`src/rtl/eag_pkg.sv`:
```
// Shared mode encoding for the effective address generator.
// Assumes a 4-bit mode field; codes above AM_STK are illegal.
package eag_pkg;
    typedef enum logic [3:0] {
        AM_IMM  = 4'd0,
        AM_DIR  = 4'd1,
        AM_IND  = 4'd2,
        AM_REG  = 4'd3,
        AM_RIND = 4'd4,
        AM_DISP = 4'd5,
        AM_REL  = 4'd6,
        AM_IDX  = 4'd7,
        AM_STK  = 4'd8
    } am_e;

    localparam int MODE_W = 4;
endpackage

```
`src/rtl/eag_addr_calc.sv`:
```
// Combinational single-pass address former.
// Does: decodes the mode and forms the effective address or operand for
// every mode that needs no memory read.
// Assumes: regv already holds the register chosen for this mode (the stack
// pointer for stack mode). Sums wrap at AW bits.
module eag_addr_calc
    import eag_pkg::*;
#(
    parameter int AW = 16
) (
    input  logic [MODE_W-1:0] mode,
    input  logic [AW-1:0]     afld,
    input  logic [AW-1:0]     regv,
    input  logic [AW-1:0]     pcv,
    input  logic              inc_req,
    output logic [AW-1:0]     ea,
    output logic              is_opnd,
    output logic              needs_walk,
    output logic              illegal,
    output logic              wants_inc
);
    // decode the mode and pick the address arithmetic
    always_comb begin
        ea         = '0;
        is_opnd    = 1'b0;
        needs_walk = 1'b0;
        illegal    = 1'b0;
        wants_inc  = 1'b0;
        case (mode)
            AM_IMM: begin
                ea      = afld;
                is_opnd = 1'b1;
            end
            AM_DIR:  ea = afld;
            AM_IND: begin
                ea         = afld;
                needs_walk = 1'b1;
            end
            AM_REG: begin
                ea      = regv;
                is_opnd = 1'b1;
            end
            AM_RIND: ea = regv;
            AM_DISP: ea = afld + regv;
            AM_REL:  ea = pcv + afld;
            AM_IDX: begin
                ea        = afld + regv;
                wants_inc = inc_req;
            end
            AM_STK:  ea = regv;
            default: illegal = 1'b1;
        endcase
    end
endmodule

```
`src/rtl/eag_ptr_walk.sv`:
```
// Pointer chain walker.
// Does: reads memory at the launch address; while the fetched word's top
// bit is set, follows its lower bits to the next read. Ends on a clear top
// bit or after MAX_LVL reads, which is an error.
// Assumes: the memory read data is valid in the same cycle as the address.
module eag_ptr_walk #(
    parameter int AW      = 16,
    parameter int MAX_LVL = 4
) (
    input  logic          clk,
    input  logic          rst_n,
    input  logic          launch,
    input  logic [AW-1:0] base,
    output logic          mem_rd_en,
    output logic [AW-1:0] mem_rd_addr,
    input  logic [AW-1:0] mem_rd_data,
    output logic          busy,
    output logic          fin,
    output logic [AW-1:0] fin_word,
    output logic          fin_err
);
    localparam int LW = (MAX_LVL > 1) ? $clog2(MAX_LVL) : 1;
    localparam logic [LW-1:0] LAST_LVL = LW'(MAX_LVL - 1);

    logic          active;
    logic [AW-1:0] ptr;
    logic [LW-1:0] lvl;
    logic          chain;
    logic          at_limit;

    // classify the word fetched this cycle
    always_comb begin
        chain     = mem_rd_data[AW-1];
        at_limit  = (lvl == LAST_LVL);
        mem_rd_en = active;
        mem_rd_addr = ptr;
        busy      = active;
        fin       = active && (!chain || at_limit);
        fin_err   = active && chain && at_limit;
        fin_word  = mem_rd_data;
    end

    // advance the walk one level per cycle
    always_ff @(posedge clk) begin
        if (!rst_n) begin
            active <= 1'b0;
            ptr    <= '0;
            lvl    <= '0;
        end else if (active) begin
            if (!chain || at_limit) begin
                active <= 1'b0;
            end else begin
                ptr <= {1'b0, mem_rd_data[AW-2:0]};
                lvl <= lvl + LW'(1);
            end
        end else if (launch) begin
            active <= 1'b1;
            ptr    <= base;
            lvl    <= '0;
        end
    end
endmodule

```
`src/rtl/eag_unit.sv`:
```
// Effective address generator top.
// Does: accepts a request when idle. Resolves register and arithmetic modes
// in one cycle and hands indirect modes to the pointer walker. Registers the
// result with a one-cycle done pulse and post-increments the index register
// when asked.
// Assumes: combinational register-file and memory read ports; the register
// file applies a write on the clock edge that ends the done cycle.
module eag_unit
    import eag_pkg::*;
#(
    parameter int AW      = 16,
    parameter int RSEL_W  = 3,
    parameter int SP_IDX  = 7,
    parameter int MAX_LVL = 4
) (
    input  logic              clk,
    input  logic              rst_n,
    input  logic              start,
    input  logic [MODE_W-1:0] mode,
    input  logic [AW-1:0]     addr_fld,
    input  logic [RSEL_W-1:0] reg_sel,
    input  logic              auto_inc,
    input  logic [AW-1:0]     pc,
    output logic [RSEL_W-1:0] rf_rd_idx,
    input  logic [AW-1:0]     rf_rd_data,
    output logic              rf_wr_en,
    output logic [RSEL_W-1:0] rf_wr_idx,
    output logic [AW-1:0]     rf_wr_data,
    output logic              mem_rd_en,
    output logic [AW-1:0]     mem_rd_addr,
    input  logic [AW-1:0]     mem_rd_data,
    output logic              busy,
    output logic              done,
    output logic [AW-1:0]     result,
    output logic              res_is_opnd,
    output logic              err
);
    logic [AW-1:0] ea;
    logic          is_opnd;
    logic          needs_walk;
    logic          illegal;
    logic          wants_inc;
    logic          accept;
    logic          walk_busy;
    logic          walk_fin;
    logic [AW-1:0] walk_word;
    logic          walk_err;

    logic              done_q;
    logic [AW-1:0]     result_q;
    logic              opnd_q;
    logic              err_q;
    logic              wr_en_q;
    logic [RSEL_W-1:0] wr_idx_q;
    logic [AW-1:0]     wr_data_q;

    // choose the register to read: stack pointer for stack mode
    always_comb begin
        if (mode == AM_STK) rf_rd_idx = RSEL_W'(SP_IDX);
        else                rf_rd_idx = reg_sel;
        accept = start && !walk_busy;
    end

    eag_addr_calc #(.AW(AW)) u_calc (
        .mode       (mode),
        .afld       (addr_fld),
        .regv       (rf_rd_data),
        .pcv        (pc),
        .inc_req    (auto_inc),
        .ea         (ea),
        .is_opnd    (is_opnd),
        .needs_walk (needs_walk),
        .illegal    (illegal),
        .wants_inc  (wants_inc)
    );

    eag_ptr_walk #(.AW(AW), .MAX_LVL(MAX_LVL)) u_walk (
        .clk         (clk),
        .rst_n       (rst_n),
        .launch      (accept && needs_walk),
        .base        (addr_fld),
        .mem_rd_en   (mem_rd_en),
        .mem_rd_addr (mem_rd_addr),
        .mem_rd_data (mem_rd_data),
        .busy        (walk_busy),
        .fin         (walk_fin),
        .fin_word    (walk_word),
        .fin_err     (walk_err)
    );

    // register the result, the done pulse and the write-back request
    always_ff @(posedge clk) begin
        if (!rst_n) begin
            done_q    <= 1'b0;
            result_q  <= '0;
            opnd_q    <= 1'b0;
            err_q     <= 1'b0;
            wr_en_q   <= 1'b0;
            wr_idx_q  <= '0;
            wr_data_q <= '0;
        end else begin
            done_q  <= 1'b0;
            err_q   <= 1'b0;
            wr_en_q <= 1'b0;
            if (walk_fin) begin
                done_q   <= 1'b1;
                result_q <= walk_word;
                opnd_q   <= 1'b0;
                err_q    <= walk_err;
            end else if (accept && !needs_walk) begin
                done_q    <= 1'b1;
                result_q  <= ea;
                opnd_q    <= is_opnd;
                err_q     <= illegal;
                wr_en_q   <= wants_inc;
                wr_idx_q  <= reg_sel;
                wr_data_q <= rf_rd_data + AW'(1);
            end
        end
    end

    // drive the outputs from the registered state
    always_comb begin
        busy        = walk_busy;
        done        = done_q;
        result      = result_q;
        res_is_opnd = opnd_q;
        err         = err_q;
        rf_wr_en    = wr_en_q;
        rf_wr_idx   = wr_idx_q;
        rf_wr_data  = wr_data_q;
    end
endmodule

```
`config.mk`:
```
export PLATFORM = sky130hd
export DESIGN_NAME = eag_unit
export DESIGN_NICKNAME = d
export VERILOG_FILES = /design/src/rtl/eag_pkg.sv /design/src/rtl/eag_addr_calc.sv /design/src/rtl/eag_ptr_walk.sv /design/src/rtl/eag_unit.sv
export SDC_FILE = /design/constraint.sdc
export NUM_CORES = 1
export LEC_CHECK = 0
export BUFFER_PORTS_ARGS = -buffer_cell sky130_fd_sc_hd__buf_2
export CORE_AREA = 2 2 118 120
export CTS_CLUSTER_DIAMETER = 100
export DETAILED_ROUTE_END_ITERATION = 10
export DIE_AREA = 0 0 120 122
export PLACE_DENSITY = 0.48
export RECOVER_POWER = 100
export SKIP_LAST_GASP = 1
export SLEW_MARGIN = 20
export SYNTH_ARGS = -nofsm -noshare
export SYNTH_HDL_FRONTEND = slang
export SYNTH_SLANG_ARGS = --single-unit
```
`constraint.sdc`:
```
create_clock -name clk -period 5.09 [get_ports clk]
set_input_delay 0.509 -clock clk [delete_from_list [all_inputs] [get_ports clk]]
set_output_delay 0.509 -clock clk [all_outputs]
set_load 0.05 [all_outputs]
```
[Yosys cells after proc, flatten, opt, wreduce, memory -nomap -nowiden]
Cells that the tools add are included.
Widths: inputs -> output; s select.
Word-level totals
  bits in registers: 58
  output and inout port bits: 60
Cells by class
  add/subtract/negate cells: 4
  equality and inequality tests: 10
  mux-type cells: 20
  bitwise gates (word level): 4
  reduce and logical (&&, ||, !) cells: 22
Operator list (number)
  $mux 16: 5
  $pmux 16 s4: 1
  $add 16x16->16: 2
  $add 16x1->16 const B: 1
  $eq 4x3->1 const B: 4
  $mux 1: 10
  $reduce_or 9->1: 1
  $eq 4x2->1 const B: 2
  $logic_and 1x1->1: 6
  $mux 2: 3
  $reduce_or 2->1: 3
  $reduce_or 3->1: 2
  $eq 4x1->1 const B: 1
  $eq 4x4->1 const B: 1
  $logic_not 4->1: 1
  $not 1->1: 4
  $reduce_and 2->1: 2
  $reduce_bool 2->1: 2
  $reduce_or 4->1: 1
  $logic_not 1->1: 3
  $mux 3: 1
  $add 2x1->2 const B: 1
  $eq 2x2->1 const B: 1
  $ne 2x2->1 const B: 1
  $logic_or 1x1->1: 1

[Longest topological paths before layout]
Gate-level depths: netlist of the first run.
  depth in word-level cells: 6
  depth in mapped cells: 13
  depth with buffers taken out: 11

[Modules after synthesis]
A second synthesis of the first run with hierarchy kept.
Unflattened totals
  cell total of the unflattened synthesis: 487
  area, all modules: 4232.8 µm²
By module, submodules not included
  eag_unit: instances 1, cells an instance 216, area an instance 1918.1 µm²
  eag_addr_calc: instances 1, cells an instance 164, area an instance 1255.0 µm²
  eag_ptr_walk: instances 1, cells an instance 107, area an instance 1059.8 µm²

[Worst setup path after synthesis of the first run]
Ideal clock, no wire load.
  path type: input-to-reg
  from: input mode[2]
  to: register result_q[15], in the netlist result[15]
  library setup time: 92 ps
  data arrival time: 2996 ps
  required time: 4998 ps
  path slack: 2002 ps
  stages: 13
  path buffers: 3
  cell sequence: buf_2 -> nor2b_1 -> nand2_2 -> buf_2 -> mux2_2 -> ha_1 -> clkbuf_1 -> a21o_1 -> o21bai_1 -> a221oi_1 -> o31ai_1 -> xnor2_1 -> o32ai_1
On the way
  longest elaborated chain between the ends: 5
  elaborated cells between the ends (all ways): 19
  classes of those cells: 8 x eq/ne; 4 x mux; 7 x reduce/logical
RTL lines
  start, declared: line eag_unit.sv:19  | input logic [MODE_W-1:0] mode,
  $eq 4x4->1, or another cell as far along: line eag_addr_calc.sv:29  | case (mode)
  $reduce_or 3->1 (no line), or another cell as far along
  $pmux 16 s4 or $logic_not 1->1 (tied branches): line eag_addr_calc.sv:29, eag_unit.sv:110
  $mux 16 or $logic_and 1x1->1 (tied branches): line eag_unit.sv:110  | end else if (accept && !needs_walk) begin
  $mux 16 or $reduce_bool 2->1 (tied branches)
  end signal, assigned: line eag_unit.sv:107  | result_q <= walk_word;
  end, declared: line eag_unit.sv:50  | logic [AW-1:0] result_q;
Several ways; a longest one is shown, not always the timed one. The select of a mux whose other input is x is not followed.
A chain may end at the register's enable or synchronous reset.

[Final worst setup path of the first run]
  from: register u_walk.active, in the netlist u_walk.busy
  to: register result_q[11], in the netlist result[11]
On the way
  longest elaborated chain between the ends: 4
  elaborated cells between the ends (all ways): 6
  classes of those cells: 1 x mux; 5 x reduce/logical
RTL lines
  start, declared: line eag_ptr_walk.sv:25  | logic active;
  start signal, assigned: line eag_ptr_walk.sv:46  | active <= 1'b0;
  start signal, assigned: line eag_ptr_walk.sv:51  | active <= 1'b0;
  start signal, assigned: line eag_ptr_walk.sv:57  | active <= 1'b1;
  $logic_not 1->1: line eag_unit.sv:61  | accept = start && !walk_busy;
  $logic_and 1x1->1: line eag_unit.sv:61
  $logic_and 1x1->1: line eag_unit.sv:110
  $reduce_bool 2->1 (no line)
Several ways; a longest one is shown, not always the timed one.

==> results.txt, run 1 <==
Status: finished, violations left
Violated checks: max-capacitance violations, max-slew violations
Synth Area in Compound Gates: 24.6%
Adder-cell area share of the yosys netlist: 6.84%
Ports: 135
Syn. warnings: 0
Vias in the first global route: 3966
Clock Sinks: 58
Clock power share: 45.2%
Row cnt: 43
Commonest non-fill, non-tap cell in the layout: buf_2
Reg-to-reg endpoint: result[11]$_SDFFE_PN0P_
Ys async rst share: 0%
H-Tree Depth: 3
Die ar.: 0.0146 mm²
Hold path depth: 3
HPWL after detailed placement: 10500 µm
Clock Latency Late Sink: 0.34 ns
PwrDens: 326 mW/mm²
Initial antenna violation count: 0
Final WL: 13900 µm
Share of layout cells above drive strength 1: 20.9%
Number of enable flip-flop cells after synthesis: 0
Hold buffers post-CTS: 0
Worst R2R Start: u_walk.busy$_SDFF_PN0_
Core area: 0.0135 mm²
Setup TNS: 0 ns
Commonest cells after routing, fill and taps aside: buf_2 (74), clkbuf_1 (63), dfxtp_1 (58), nor2_1 (55), nand2_1 (49)
Die H: 122 µm
Mux share of post-synthesis cell area: 8.07%
Worst min path class: in -> reg
Critical Path End Type: flop
First-pass GRT wire length: 21000 µm
WP data required: 5.27 ns
CTS Buffer Depth: 2
Sw frac: 31.4%
Post-Synth Simple-Gate Area: 19.9%
NetSw: 0.507 mW
Max Fanout on Critical Path: 22
Fin Clk Skew: 0.00907 ns
Reg clk slew, reported paths: 0.06 ns
Largest cells by area after synthesis: dfxtp_1 (29%), ha_1 (6.3%), a211oi_1 (5.9%)
R2R depth: 6
Die Width: 120 µm
#FFs+latches synth: 58
GPL Wtd Cong: 0.858
Main combinational cell family by area after synthesis: compound AO/OA/AOI/OAI gates
P_int: 1.11 mW
Post-synthesis net count: 568
CTS tree: yes
Final setup viols: 0
Met2 Usage GRT: 31.6%
Yosys top cell area share: 29.4%
Synth cell types: 64
Max-cap viol count: 1
Tcrit/Tclk final: 76.8%
Startpoint types: flop
Post-CTS setup buffers: 0
DR vias: 3996
Hold path start: auto_inc
Gate Count Post-Synth: 472
VDD IR max: 0.000158 V
GRT Util Overall: 19.0%
# port buffers: 134
Setup CP Type: reg -> reg
Max-slew violations: 23
Post-synth top flop: dfxtp_1
Met1 Use GR: 23.8%
Num CTS Buffers: 9
Biggest area consumer among synthesized cells: dfxtp_1
Area grow syn2layout: 25.5%
Grt met3 use: 3.93%
CTS root buf: clkbuf_16
Worst path arrival time: 4.09 ns
Via density: 5.14
Top Usage Layer GRT: met2
# diodes: 0
Final ANT Viol Nets: 0
Starting density of the core: 29.3%
Max Fclk: 256 MHz
Iter 0 DRT Violations: 263
Final nets: 688
Seq pwr share: 30.4%
RSZ-0062 raised after global routing: false
Minimum clock period: 3.91 ns
Avg WL per Cell: 17.9 µm
Hold EP: rf_wr_en$_SDFF_PP0_
Tightest Pin Transition: 1.59 ns
Largest net degree at the start of global routing: 47
Cell Area, Synth: 0.00395 mm²
PostCTS Resize Cnt: 0
Synth Area per Inst: 8.38 µm²
Slew HR: -5.98%
Leakage: 1.95 nW
Drt pass-1 iters: 5
Endpoints failing hold: 0
Detailed-route DRC error count: 0
Post-synthesis xor/xnor area fraction: 5.98%
Logic pwr share: 24.4%
Share of the yosys chip area belonging to registers: 29.4%
Grt ovf: 0
Total power: 1.62 mW
Register-to-register setup slack: 1.18 ns
[area by class of cell]
class / count / area (µm²)
clock inverter: 5 / 100
inverter: 10 / 37.5
multi-input combinational: 375 / 2570
clock buffer: 11 / 253
sequential: 58 / 1160
timing repair buffer: 138 / 614
fill: 1482 / 8540
tap: 180 / 225
[critical path, cell delays in order (launching register included)]
cell      delay [ns]
dfxtp_1         0.38
clkbuf_1        1.17
o21ai_0         0.99
clkbuf_1        0.53
and4_1          0.39
nand2_1         0.17
o22ai_1         0.11
[cells by family after synthesis]
group | after synthesis
compound gates | 136
flops | 58
fa+ha+maj | 21
buf+inv | 39
mux | 30
simple gates | 161
xor+xnor | 27
[how the worst max path moves through the flow]
stage | to | slack [ns] | startpoint
6_report | result[11]$_SDFFE_PN0P_ | 1.18 | u_walk.busy$_SDFF_PN0_
5_1_grt | result[12]$_SDFFE_PN0P_ | 0.87 | u_walk.busy$_SDFF_PN0_
4_1_cts | result[12]$_SDFFE_PN0P_ | 1.84 | mode[2]
3_5_place_dp | result[12]$_SDFFE_PN0P_ | 1.49 | mode[2]
3_3_place_gp | result[12]$_SDFFE_PN0P_ | 1.55 | mode[2]
2_1_floorplan | result[15]$_SDFFE_PN0P_ | 2.00 | mode[2]
[per-stage QoR]
stage | hold WS, ns | setup slack [ns] | instance area [µm²] | utilization (%) | instances
after global routing | 0.424 | 0.873 | 4960 | 36.7 | 777
after global placement | 0.443 | 1.55 | 4710 | 34.9 | 761
after floorplan | 0.452 | 2.00 | 3950 | - | 472
after CTS | 0.390 | 1.84 | 5060 | 37.5 | 777
after detailed placement | 0.449 | 1.49 | 4710 | 34.9 | 761
final | 0.394 | 1.18 | 4960 | 36.7 | 777
[Yosys cell counts (3+ instances only)]
library cell  number
a22oi_1            5
o21ai_0            8
or3_1              3
o22ai_1            3
nand4_1            3
a21oi_1           28
nand3_2            3
o211ai_1           3
buf_2             10
inv_1              9
a222oi_1           5
a21o_1             8
nand2b_1           3
mux2i_1           15
o21ai_1            9
o21bai_1           5
nor2_1            54
xnor2_1           14
ha_1              20
mux2_2            15
a31oi_1            3
nand2_1           49
dfxtp_1           58
and3_1             4
a221oi_1           4
a211oi_1          31
xor2_1            13
nand3_1           21
or2_2              3
clkbuf_1          10
buf_4              6
o22a_1             3
[registers in the layout (all words and copies together) (netlist names)]
signal	count
rf_wr_en	1
u_walk.lvl	2
rf_wr_data	16
done	1
err	1
rf_wr_idx	3
u_walk.busy	1
result	16
u_walk.mem_rd_addr	16
res_is_opnd	1
[power groups by stage]
stage / registers [mW] / clock network, mW / logic (mW)
after floorplan: 0.584 / 0 / 0.203
after global placement: 0.501 / 0 / 0.402
after detailed placement: 0.501 / 0 / 0.404
after CTS: 0.492 / 0.739 / 0.405
after global routing: 0.495 / 0.761 / 0.428
final: 0.492 / 0.730 / 0.394
[metal layers]
metal	routed length, µm	share of wire (%)	up-vias
met2	6600	47	129
met4	332	2.4	0
met1	6220	45	1866
met3	785	5.6	22
met5	0	0	-
li1	-	-	1979
No activity file was read; power rests on OpenSTA's default activity.
==> run 2: changes to the inputs <==
Settings changed: PLACE_DENSITY 0.48 to 0.5.
Clock period 5.09 ns to 3.5 ns, I/O delays scaled along.
==> run 2 against run 1 <==
Effect of this change:
- the flow still finishes with violations (max-capacitance violations, max-slew violations)
- worst setup slack worse by 0.81 ns
- clock-buffer cell count up 4
- flip-flop and latch count unchanged
- first-iteration DRC count up 29%
- routed wire length down 0.57%
- via count up 0.53%
- critical path depth up 6
- non-clock buffer count up 5
- power up 34%
- clock skew down 0.0025 ns
- critical endpoint is now result[12]$_SDFFE_PN0P_
- largest cell class unchanged
- highest routed layer unchanged
==> results.txt, run 2 (synthesis gave the netlist of run 1 again) <==
CTS Buffer Depth: 2 (unchanged)
Fin Clk Skew: 0.00661 ns (was 0.00907 ns)
Design area: 0.00496 mm² (about the same)
Startpoint types: input port (was flop)
Area grow syn2layout: 25.3% (was 25.5%)
H-Tree Depth: 3 (unchanged)
Clock Sinks: 58 (unchanged)
Tightest Pin Transition: 1.57 ns (was 1.59 ns)
Largest net degree at the start of global routing: 47 (unchanged)
Ports: 135 (unchanged)
HPWL after detailed placement: 10600 µm (was 10500 µm)
CTS tree: yes (unchanged)
Die ar.: 0.0146 mm² (unchanged)
Setup CP Type: in -> reg (was reg -> reg)
RSZ-0062 raised after global routing: false (unchanged)
Via density: 5.14 (about the same)
Vias in the first global route: 3896 (was 3966)
GRT Util Overall: 19.1% (was 19.0%)
DR vias: 4017 (was 3996)
Post-CTS setup buffers: 0 (unchanged)
Final setup viols: 0 (unchanged)
Commonest non-fill, non-tap cell in the layout: buf_2 (unchanged)
Met2 wire len: 6490 µm (was 6600 µm)
Detailed-route DRC error count: 0 (unchanged)
Area after DPL: 0.00475 mm² (was 0.00471 mm²)
Met3 wire length: 856 µm (was 785 µm)
Die H: 122 µm (unchanged)
# port buffers: 134 (unchanged)
Core area: 0.0135 mm² (unchanged)
Slowest CP cell: o31ai_2 (was clkbuf_1)
# diodes: 0 (unchanged)
PwrDens: 438 mW/mm² (was 326 mW/mm²)
Setup TNS: 0 ns (unchanged)
Die Width: 120 µm (unchanged)
Fin util: 36.7% (about the same)
Max-slew violations: 23 (unchanged)
Crit-path cells: buf_2, nor2b_1, nand2_2, mux2_2, ha_1, inv_1, fa_1, o21ai_0, a31oi_1, o31ai_2, a311o_1, o211ai_1 (was clkbuf_1, o21ai_0, clkbuf_1, and4_1, nand2_1, o22ai_1)
Top routing layer in use: met4 (unchanged)
WP data required: 3.70 ns (was 5.27 ns)
Drt pass-1 iters: 7 (was 5)
Final nets: 693 (was 688)
Worst min path class: in -> reg (unchanged)
M1 wire length: 6350 µm (was 6220 µm)
Leakage: 1.95 nW (about the same)
Max-cap viol count: 1 (unchanged)
Clock Latency Late Sink: 0.33 ns (was 0.34 ns)
Hold buffers post-CTS: 0 (unchanged)
Commonest cells after routing, fill and taps aside: buf_2 (74), clkbuf_1 (64), dfxtp_1 (58), nor2_1 (55), nand2_1 (49) (was buf_2 (74), clkbuf_1 (63), dfxtp_1 (58), nor2_1 (55), nand2_1 (49))
Endpoints failing hold: 0 (unchanged)
PostCTS Resize Cnt: 0 (unchanged)
First-pass GRT wire length: 21400 µm (was 21000 µm)
Tcrit/Tclk final: 89.4%
Status: finished, violations left (unchanged)
Num CTS Buffers: 9 (unchanged)
CTS root buf: clkbuf_16 (unchanged)
Iter 0 DRT Violations: 338 (was 263)
Final-layout fill cell count: 1476 (was 1482)
GPL Wtd Cong: 0.870 (was 0.858)
Avg WL per Cell: 17.7 µm (was 17.9 µm)
Worst path arrival time: 3.33 ns (was 4.09 ns)
Grt ovf: 0 (unchanged)
Final Hold Slack: 0.249 ns (was 0.394 ns)
Max Fclk: 320 MHz
Slew HR: -4.47% (was -5.98%)
Final WL: 13900 µm (about the same)
Violated checks: max-capacitance violations, max-slew violations (unchanged)
Reg clk slew, reported paths: 0.05 ns (was 0.06 ns)
Initial antenna violation count: 0 (unchanged)
Starting density of the core: 29.3% (unchanged)
Max Fanout on Critical Path: 11 (was 22)
VDD IR max: 0.000196 V (was 0.000158 V)
Max incr delay on CP: 0.45 ns (was 1.17 ns)
Critical Path End Type: flop (unchanged)
Row cnt: 43 (unchanged)
Final ANT Viol Nets: 0 (unchanged)
Total power: 2.17 mW (was 1.62 mW)
Minimum clock period: 3.13 ns
Share of layout cells above drive strength 1: 21.6% (was 20.9%)
[run 2: changes by cell type in the layout (fill, tap and decap cells not counted), sizes merged]
cell,before,now
bufinv,3,0
clkinv,2,1
buf,75,80
clkbuf,74,78
[run 2: worst max-delay path, delay by kind of cell]
family | cells | cell delay, ns
AND/OR/NAND/NOR | 2 | 0.43
buffers and inverters | 2 | 0.28
adder cells (fa/ha/maj) | 2 | 0.57
multiplexers | 1 | 0.29
AO/OA/AOI/OAI | 5 | 1.39
[run 2: path summary, 6_finish.rpt]
kind / cells after the start / endpoint / from / slack [ns]
hold / removal: 3 / rf_wr_en$_SDFF_PP0_ / auto_inc / 0.25
setup / recovery: 12 / result[12]$_SDFFE_PN0P_ / mode[2] / 0.37
hold reg to reg: 2 / rf_wr_idx[2]$_SDFFE_PN0P_ / rf_wr_idx[2]$_SDFFE_PN0P_ / 0.46
setup reg to reg: 7 / u_walk.mem_rd_addr[1]$_SDFFE_PN0P_ / u_walk.busy$_SDFF_PN0_ / 0.53
[run 2: final cells by class]
cell class | instances | area, µm² | area share, %
clock buffers | 15 | 298 | 6.01
clock inverters | 1 | 5.00 | 0.101
inverters | 10 | 37.5 | 0.757
multi-input cells | 375 | 2580 | 52.0
flip-flops and latches | 58 | 1160 | 23.4
well taps | 180 | 225 | 4.54
repair buffers | 143 | 652 | 13.2
[run 2: metrics by stage]
| step | instances | setup slack (ns) |
|---|---|---|
| 2_1_floorplan | 472 | 0.571 |
| 3_3_place_gp | 766 | 0.257 |
| 3_5_place_dp | 766 | 0.164 |
| 4_1_cts | 782 | 0.509 |
| 5_1_grt | 782 | 0.147 |
| 6_report | 782 | 0.370 |
[run 2: per-layer routing]
metal	up-vias	track usage (%)
li1	1986	-
met1	1893	24.6
met2	123	32.2
met3	15	3.98
met4	0	5.44
met5	-	0
[run 2: where the power goes]
part | internal, mW | leakage (nW) | switching (mW)
registers | 0.697 | 0.475 | 0.0196
logic | 0.187 | 1.32 | 0.389
clock network | 0.575 | 0.152 | 0.305
total | 1.46 | 1.95 | 0.714
==> run 3: changes to the inputs <==
Settings changed: RECOVER_POWER 100 to unset, SETUP_SLACK_MARGIN set to 0.05.
==> run 3 against run 2 <==
Effect of this change:
- the run now ends clean
- flip-flop and latch count is the same
- sequential share of layout area down 0.44 points
- final cell count did not move
- routed wire length shrank 0.32%
- first-iteration DRC count decreased by 7.4%
- clock skew shrank 0.00086 ns
- largest cell class unchanged
==> results.txt, run 3 (synthesis gave the netlist of run 1 again) <==
Status: completed (was finished, violations left)
Sequential cell area: 0.00116 mm² (unchanged)
Slew HR: 42.8% (was -4.47%)
GRT Util Overall: 19.1% (unchanged)
VDD IR max: 0.000196 V (about the same)
Hold EP: rf_wr_en$_SDFF_PP0_ (unchanged)
R2R depth: 5 (was 7)
Vias in the first global route: 3896 (unchanged)
Post-CTS setup buffers: 0 (unchanged)
Max incr delay on CP: 0.45 ns (about the same)
# port buffers: 134 (unchanged)
Hold buffers post-CTS: 0 (unchanged)
# diodes: 0 (unchanged)
Ports: 135 (unchanged)
Setup TNS: 0 ns (unchanged)
Cell count after placement: 766 (unchanged)
Crit-path cells: buf_2, nor2b_1, nand2_2, mux2_2, ha_1, inv_1, fa_1, o21ai_1, a31oi_1, o31ai_2, a311o_1, o211ai_1 (was buf_2, nor2b_1, nand2_2, mux2_2, ha_1, inv_1, fa_1, o21ai_0, a31oi_1, o31ai_2, a311o_1, o211ai_1)
Max-slew violations: 0 (was 23)
WP data required: 3.70 ns (about the same)
Slowest CP cell: o31ai_2 (unchanged)
Total power: 2.18 mW (was 2.17 mW)
Die ar.: 0.0146 mm² (unchanged)
Worst R2R Start: u_walk.busy$_SDFF_PN0_ (unchanged)
Clock Latency Late Sink: 0.33 ns (about the same)
Drt pass-1 iters: 6 (was 7)
Commonest non-fill, non-tap cell in the layout: buf_2 (unchanged)
Clock power share: 40.3% (was 40.5%)
Hold path depth: 3 (unchanged)
Iter 0 DRT Violations: 313 (was 338)
Minimum clock period: 3.00 ns (was 3.13 ns)
Sw frac: 32.7% (was 32.9%)
CTS Buffer Depth: 2 (unchanged)
Share of layout cells above drive strength 1: 32.2% (was 21.6%)
Final WL: 13800 µm (was 13900 µm)
Area grow syn2layout: 27.7% (was 25.3%)
Logic pwr share: 27.0% (was 26.5%)
Clock Sinks: 58 (unchanged)
PostCTS Resize Cnt: 0 (unchanged)
Num CTS Buffers: 9 (unchanged)
Seq pwr share: 32.8% (was 33.0%)
Core area: 0.0135 mm² (unchanged)
Via density: 5.09 (was 5.14)
Largest net degree at the start of global routing: 47 (unchanged)
Final setup viols: 0 (unchanged)
Tightest Pin Transition: 0.856 ns (was 1.57 ns)
Final-layout fill cell count: 1433 (was 1476)
GPL Wtd Cong: 0.870 (unchanged)
Critical Path End Type: flop (unchanged)
Leakage: 2.20 nW (was 1.95 nW)
Detailed-route DRC error count: 0 (unchanged)
Multi-input gate area: 0.00258 mm² (about the same)
Grt ovf: 0 (unchanged)
Tcrit/Tclk final: 85.8% (was 89.4%)
Final nets: 693 (unchanged)
PwrDens: 432 mW/mm² (was 438 mW/mm²)
Worst path arrival time: 3.20 ns (was 3.33 ns)
Startpoint types: input port (unchanged)
Max Fanout on Critical Path: 11 (unchanged)
Endpoints failing hold: 0 (unchanged)
Final ANT Viol Nets: 0 (unchanged)
CTS root buf: clkbuf_16 (unchanged)
CTS tree: yes (unchanged)
Starting density of the core: 29.3% (unchanged)
Fin Clk Skew: 0.00575 ns (was 0.00661 ns)
Register-to-register setup slack: 1.40 ns (was 0.53 ns)
Max Fclk: 333 MHz (was 320 MHz)
Die H: 122 µm (unchanged)
RSZ-0062 raised after global routing: false (unchanged)
Fin util: 37.4% (was 36.7%)
Post-Layout Cell Count: 782 (unchanged)
Worst min path class: in -> reg (unchanged)
Initial antenna violation count: 0 (unchanged)
HPWL after detailed placement: 10600 µm (unchanged)
P_int: 1.47 mW (was 1.46 mW)
Setup CP Type: in -> reg (unchanged)
Avg WL per Cell: 17.7 µm (about the same)
First-pass GRT wire length: 21400 µm (unchanged)
DR vias: 3979 (was 4017)
NetSw: 0.713 mW (was 0.714 mW)
H-Tree Depth: 3 (unchanged)
Reg clk slew, reported paths: 0.05 ns (about the same)
Die Width: 120 µm (unchanged)
Row cnt: 43 (unchanged)
Commonest cells after routing, fill and taps aside: buf_2 (134), dfxtp_1 (58), nor2_1 (54), nand2_1 (49), a211oi_1 (31) (was buf_2 (74), clkbuf_1 (64), dfxtp_1 (58), nor2_1 (55), nand2_1 (49))
Reg-to-reg endpoint: result[12]$_SDFFE_PN0P_ (was u_walk.mem_rd_addr[1]$_SDFFE_PN0P_)
Hold path start: auto_inc (unchanged)
Max-cap viol count: 0 (was 1)
run 3: per-stage QoR:
step / area (µm²) / hold slack (ns) / setup WS, ns
floorplan: 3950 / 0.446 / 0.571
global placement: 4750 / 0.443 / 0.257
detailed placement: 4750 / 0.449 / 0.164
CTS: 5050 / 0.240 / 0.509
global route: 5050 / 0.258 / 0.286
finish: 5050 / 0.250 / 0.496
run 3: worst max path at each step:
stage	from	end	slack (ns)	cells after the start
floorplan	mode[2]	result[15]$_SDFFE_PN0P_	0.57	13
global placement	mode[2]	result[12]$_SDFFE_PN0P_	0.26	12
detailed placement	mode[2]	result[12]$_SDFFE_PN0P_	0.16	12
CTS	mode[2]	result[12]$_SDFFE_PN0P_	0.51	12
global route	mode[2]	result[12]$_SDFFE_PN0P_	0.29	12
finish	mode[2]	result[12]$_SDFFE_PN0P_	0.50	12
run 3: area by class of cell:
class                      count  share of cell area [%]
clock buffer                  15                    5.90
clock inverter                 1                  0.0991
inverter                      10                   0.743
multi-input combinational    375                    51.2
sequential                    58                    23.0
tap                          180                    4.46
timing repair buffer         143                    14.6
run 3: power by group through the flow:
| stage | clock, mW | sequential (mW) | combinational [mW] |
|---|---|---|---|
| after detailed placement | 0 | 0.729 | 0.588 |
| final | 0.879 | 0.715 | 0.589 |
| after CTS | 0.902 | 0.716 | 0.590 |
| after global routing | 0.936 | 0.720 | 0.642 |
| after floorplan | 0 | 0.849 | 0.295 |
| after global placement | 0 | 0.728 | 0.587 |
run 3: layer usage:
layer	track usage [%]	part of all wire, %	vias to the layer above
met1	24.6	46	1857
met2	32.2	47	123
met3	3.98	5.8	13
met4	5.44	1.1	0
li1	-	-	1986
met5	0	0	-
run 3: critical path: cells and delay by family:
kind / cells / cell delay [ns]
buf+inv: 2 / 0.28
compound gates: 5 / 1.26
fa+ha+maj: 2 / 0.58
mux: 1 / 0.29
simple gates: 2 / 0.43
